[src/rtl/slew_pkg.sv]
package slew_pkg;
   localparam int unsigned TOP_RATE_HZ = 64000;

   // Clock cycles between update ticks for a rate code; never less than 1.
   function automatic longint rate_period(longint clk_hz, int code);
      longint p;
      if (code <= 9)
         p = (clk_hz / TOP_RATE_HZ) << code;
      else if (code == 15)
         p = clk_hz * 2;
      else
         p = clk_hz >> (16 - code);
      if (p < 1)
         p = 1;
      return p;
   endfunction
endpackage

[src/rtl/slew_tick_gen.sv]
module slew_tick_gen #(
   parameter int CLK_HZ = 1000000,
   parameter int RATE_W = 4
) (
   input  logic              clk,
   input  logic              rst_n,
   input  logic [RATE_W-1:0] rate,
   input  logic              restart,
   output logic              tick
);
   localparam int CNT_W = $clog2(2 * CLK_HZ + 1);

   logic [CNT_W-1:0] cnt_q;
   logic [CNT_W-1:0] period_m1;

   always_comb begin
      period_m1 = CNT_W'(slew_pkg::rate_period(longint'(CLK_HZ), int'(rate)) - 64'd1);
   end

   assign tick = (cnt_q == '0) && !restart;

   always_ff @(posedge clk or negedge rst_n) begin
      if (!rst_n)
         cnt_q <= '0;
      else if (restart || cnt_q == '0)
         cnt_q <= period_m1;
      else
         cnt_q <= cnt_q - 1'b1;
   end

   // after a restart with a period above one cycle, no tick on the next cycle
   assert_restart_quiet_R9: assert property (@(posedge clk) disable iff (!rst_n)
      (restart && period_m1 != '0) |=> !tick);
endmodule

[src/rtl/slew_step_dec.sv]
module slew_step_dec #(
   parameter int CODE_W        = 16,
   parameter int STEP_CODE_W   = 4,
   parameter int MAX_STEP_CODE = 8
) (
   input  logic [STEP_CODE_W-1:0] code,
   output logic [CODE_W-1:0]      step
);
   localparam logic [STEP_CODE_W-1:0] MAX_C = STEP_CODE_W'(MAX_STEP_CODE);

   generate
      if (MAX_STEP_CODE >= CODE_W) begin : g_bad_max
         $error("MAX_STEP_CODE must be below CODE_W");
      end
      if ((1 << STEP_CODE_W) - 1 > MAX_STEP_CODE) begin : g_sat
         always_comb begin
            if (code > MAX_C)
               step = CODE_W'(1) << MAX_STEP_CODE;
            else
               step = CODE_W'(1) << code;
         end
      end else begin : g_plain
         always_comb step = CODE_W'(1) << code;
      end
   endgenerate

   // exactly one bit set in the decoded increment
   always_comb begin
      assert_step_onehot_R3: assert ($countones(step) == 1);
   end
endmodule

[src/rtl/slew_ramp.sv]
module slew_ramp #(
   parameter int CODE_W        = 16,
   parameter int CLK_HZ        = 1000000,
   parameter int RATE_W        = 4,
   parameter int STEP_CODE_W   = 4,
   parameter int MAX_STEP_CODE = 8
) (
   input  logic                   clk,
   input  logic                   rst_n,
   input  logic                   cfg_en,
   input  logic [RATE_W-1:0]      cfg_rate,
   input  logic [STEP_CODE_W-1:0] cfg_step,
   input  logic                   tgt_vld,
   input  logic [CODE_W-1:0]      tgt_code,
   output logic [CODE_W-1:0]      out_code,
   output logic                   ramping
);
   generate
      if (RATE_W != 4) begin : g_bad_rate
         $error("rate table needs RATE_W of 4");
      end
      if (CLK_HZ < int'(slew_pkg::TOP_RATE_HZ)) begin : g_bad_clk
         $error("CLK_HZ must reach the fastest update rate");
      end
   endgenerate

   logic [CODE_W-1:0] cur_q, tgt_q, step_sz, gap, nxt_move;
   logic              tick, upward, near;

   slew_tick_gen #(.CLK_HZ(CLK_HZ), .RATE_W(RATE_W)) u_tick (
      .clk(clk), .rst_n(rst_n), .rate(cfg_rate), .restart(tgt_vld), .tick(tick)
   );

   slew_step_dec #(.CODE_W(CODE_W), .STEP_CODE_W(STEP_CODE_W),
                   .MAX_STEP_CODE(MAX_STEP_CODE)) u_step (
      .code(cfg_step), .step(step_sz)
   );

   always_comb begin
      upward   = tgt_q > cur_q;
      gap      = upward ? (tgt_q - cur_q) : (cur_q - tgt_q);
      near     = gap <= step_sz;
      nxt_move = near ? tgt_q : (upward ? cur_q + step_sz : cur_q - step_sz);
   end

   always_ff @(posedge clk or negedge rst_n) begin
      if (!rst_n) begin
         cur_q <= '0;
         tgt_q <= '0;
      end else begin
         if (tgt_vld)
            tgt_q <= tgt_code;
         if (!cfg_en)
            cur_q <= tgt_vld ? tgt_code : tgt_q;
         else if (tick && cur_q != tgt_q)
            cur_q <= nxt_move;
      end
   end

   assign out_code = cur_q;
   assign ramping  = cur_q != tgt_q;

   // bypass loads the strobed code on the next edge
   assert_bypass_load_R2: assert property (@(posedge clk) disable iff (!rst_n)
      (!cfg_en && tgt_vld) |=> (out_code == $past(tgt_code)));
   // no overshoot going up or down
   assert_no_overshoot_up_R5: assert property (@(posedge clk) disable iff (!rst_n)
      (cfg_en && !tgt_vld && cur_q < tgt_q) |=> (cur_q <= tgt_q));
   assert_no_overshoot_dn_R5: assert property (@(posedge clk) disable iff (!rst_n)
      (cfg_en && !tgt_vld && cur_q > tgt_q) |=> (cur_q >= tgt_q));
   // output holds between ticks when slewing
   assert_hold_between_ticks_R4: assert property (@(posedge clk) disable iff (!rst_n)
      (cfg_en && !tick) |=> $stable(cur_q));
   // a settled output stays settled until a new target arrives
   assert_settled_stays_R7: assert property (@(posedge clk) disable iff (!rst_n)
      (!ramping && !tgt_vld && cfg_en) |=> !ramping);
endmodule

[config.mk]
export PLATFORM = sky130hd
export DESIGN_NAME = slew_ramp
export DESIGN_NICKNAME = d
export VERILOG_FILES = /design/src/rtl/slew_pkg.sv /design/src/rtl/slew_tick_gen.sv /design/src/rtl/slew_step_dec.sv /design/src/rtl/slew_ramp.sv
export SDC_FILE = /design/constraint.sdc
export NUM_CORES = 1
export LEC_CHECK = 0
export BUFFER_PORTS_ARGS = -buffer_cell sky130_fd_sc_hd__buf_4
export CAP_MARGIN = 0
export CORE_ASPECT_RATIO = 0.75
export CORE_UTILIZATION = 40
export CTS_BUF_LIST = sky130_fd_sc_hd__clkbuf_4 sky130_fd_sc_hd__clkbuf_8 sky130_fd_sc_hd__clkbuf_16
export DETAILED_ROUTE_END_ITERATION = 8
export HOLD_SLACK_MARGIN = 0.05
export PLACE_DENSITY = 0.55
export RECOVER_POWER = 100
export SETUP_SLACK_MARGIN = 0.1
export SKIP_CTS_REPAIR_TIMING = 1
export SLEW_MARGIN = 20
export SYNTH_ARGS = -nofsm -noshare
export SYNTH_HDL_FRONTEND = slang
export SYNTH_SLANG_ARGS = --single-unit
[constraint.sdc]
create_clock -name clk -period 6.35 [get_ports clk]
set_clock_uncertainty 0.1 [all_clocks]
set_input_delay 0.3175 -clock clk [delete_from_list [all_inputs] [get_ports clk]]
set_output_delay 0.3175 -clock clk [all_outputs]
set_load 0.02 [all_outputs]
==> results.md <==
* Period utilization at 91.6%
* Tot Pwr at 1.82 mW
* Synth top area share at 20.4%
* DRC at 0
* Max_cap viols at 2
* Synthesis Warnings at 0
* Main synth FF type: dfrtp_1
* Peak per-stage delay on the critical path at 0.79 ns
* Setup violators final at 0
* P&R area growth vs syn at 8.03%
* Layout cell share with drive strength beyond 1 at 8.90%
* Wirelength per Cell at 19.2 µm
* Slowest CP cell: o41ai_4
* Placed Area at 0.00695 mm²
* Grt met2 use at 33.2%
* Drt pass-1 iters at 5
* Routed vias at 6118
* Power Dens Cells at 260 mW/mm²
* Initial cell density of the core at 41.8%
* Final Wtd Congestion at 0.962
* Fin. Hold Viols at 0
* Critical-path cell list: inv_1 > ha_1 > o21ai_0 > o21ai_0 > nand4_1 > o41ai_4 > nor2_8 > mux2_1 > a2111o_1 > o311ai_1 > ha_1 > and4_1 > nand3_1 > nor2_1 > a41oi_1 > o31ai_4 > buf_4 > or2_2 > o221a_2
* Rows at 39
* Iteration-0 DRC Markers at 564
* Die height at 112 µm
* Met1 GRT Util at 37.3%
* Area of the die at 0.0168 mm²
* WP data arrival at 5.92 ns
* RSZ-0062 raised after global routing: false
* Total track usage at 23.8%
* Critical path startpoint category: register
* Fin area at 0.00702 mm²
* Vias per cell at 5.97
* Status: complete, but fails checks
* Min setup slack post-route at 0.535 ns
* Fin Setup TNS at 0 ns
* Clock root cell: clkbuf_16
* Cell leakage power at 3.09 nW
* CP max FO at 27
* Post-Place Setup Slack at 0.763 ns
* # IOs at 45
* Most common cell after layout, fill and taps aside: ha_1
* M3 GR Usage at 4.43%
* Clk Latency, worst-skew pair at 0.31 ns
* ANT nets after route at 0
* Crit path max-delay family: compound AO/OA/AOI/OAI gates
* Maximum root-to-sink buffer count at 2
* Synth cell types at 88
* Top post-synthesis cells by area: dfrtp_1 (20%), ha_1 (15%), a21oi_1 (4.7%)
* Fill cell count at 1555
* Cell taking the most area after synthesis: dfrtp_1
* Hold slack at 0.164 ns
* Failing checks: max-capacitance violations, max-slew violations
* Period minus WS final at 5.81 ns
* IO buf count at 44
* Class of the worst hold path: in2reg
* Mapped Area at 0.00650 mm²
* Hold Path Stages at 3
* Synth async-reset ratio at 100%
* Global-route wire length before repair at 31100 µm
* Slew HR at -106%
* Die X at 149 µm
* CP Depth at 19
* Final #Nets at 926
* Clk sinks at 53
* Post-Syn Instances at 798
* Sequential fraction of the synthesis area at 20.4%
* FMAX at 172 MHz
* VDD IR-drop max at 0.123 mV
* Overflow after GRT at 0
* Initial antenna violation count at 0
* Mean Syn Cell Area at 8.15 µm²
* FF-to-FF path depth at 19
* Measured slew at the worst slew-check pin at 3.08 ns
* Max-slew violations at 91
* Req. time, crit path at 6.46 ns
* FF+latch count, synth at 53
* Post-Route WL at 19600 µm
* Post-synth EDFFs at 0
* H-tree levels at 2
* Clk pin slew, worst setup/hold paths at 0.08 ns
* Setup CP Type: reg2reg
* Antenna diodes at 0
* Core Region at 0.0156 mm²
* Detailed placement HPWL at 15300 µm
* Most used routing layer: met1
* Number of global-route vias before repair at 5665
* Num CTS Buffers at 5
* CP endpoint kind: register
* Largest net degree at the start of global routing at 54
* CTS tree: built
* Most frequent cells in the layout: ha_1 (76), o21ai_0 (61), a21oi_1 (61)
* WP buf/inv at 2
## per-stage QoR
stage | std cells | utilization, %
2_1_floorplan | 804 | -
3_3_place_gp | 1016 | 44.7
3_5_place_dp | 1016 | 44.7
4_1_cts | 1024 | 45.7
5_1_grt | 1025 | 45.1
6_report | 1025 | 45.1
## worst paths after layout
kind | start | to | slack [ns]
max | out_code[3] | out_code[15] | 0.54
min | tgt_code[3] | tgt_q[3] | 0.16
max reg2reg | out_code[3] | out_code[15] | 0.54
min in group asynchronous | rst_n | out_code[3] | 1.46
min reg2reg | u_tick.cnt_q[5] | u_tick.cnt_q[5] | 0.49
max in group asynchronous | rst_n | tgt_q[12] | 2.95
## final cells by class
class | count | area (µm²) | share of cell area (%)
repair buffers | 48 | 292 | 4.15
flip-flops and latches | 53 | 1330 | 18.9
multi-input cells | 657 | 4790 | 68.2
inverters | 54 | 203 | 2.89
clock buffers | 5 | 125 | 1.78
well taps | 205 | 256 | 3.65
clock inverters | 3 | 33.8 | 0.481
## sequential cells by signal (all words and copies together), names as in the netlist
register,cells
tgt_q,16
u_tick.cnt_q,21
out_code,16
## worst register-to-register path, cell delays in order, from the launching register on
cell and delay (ns):
dfrtp_1 0.43, inv_1 0.06, ha_1 0.46, o21ai_0 0.18
o21ai_0 0.35, nand4_1 0.26, o41ai_4 0.79, nor2_8 0.24
mux2_1 0.41, a2111o_1 0.39, o311ai_1 0.09, ha_1 0.31
and4_1 0.21, nand3_1 0.10, nor2_1 0.07, a41oi_1 0.30
o31ai_4 0.11, buf_4 0.25, or2_2 0.38, o221a_2 0.23
## cell families after synthesis
kind of cell	after synthesis	synth area share [%]
AOI/OAI and AO/OA	253	26.4
other	1	0.0577
xor gates and xnor gates	52	7.41
muxes	37	5.87
adders and majority gates	79	15.6
DFF	53	20.4
buffers and inverters	94	6.10
and+or+nand+nor	229	18.2
## synth_stat cells, types with 9 or more instances
cell      instances
nand4_1          13
dfrtp_1          53
nor3_1           22
a21oi_1          61
buf_2            17
inv_1            52
nor2_1           59
a211oi_1          9
o21ai_0          60
mux2_2            9
o21a_1           13
xnor2_1          25
ha_1             76
a31oi_1          12
nand2_1          60
mux2i_1          28
nor2b_1          12
a21o_1           18
xor2_1           25
clkbuf_1         19
nand3_1          16
## per-layer routing
metal | share of wire, % | up-vias | wire length, µm
li1 | - | 2948 | -
met1 | 52 | 2929 | 10200
met2 | 40 | 219 | 7820
met3 | 6.6 | 22 | 1300
met4 | 1.5 | 0 | 285
met5 | 0 | - | 0
## power by group
part           leakage [nW]  internal (mW)  switching (mW)  total (mW)
Combinational          2.37          0.443           0.650        1.09
Sequential            0.649          0.381          0.0459       0.427
Clock                0.0767          0.152           0.150       0.302
(Power assumes the default switching activity.)
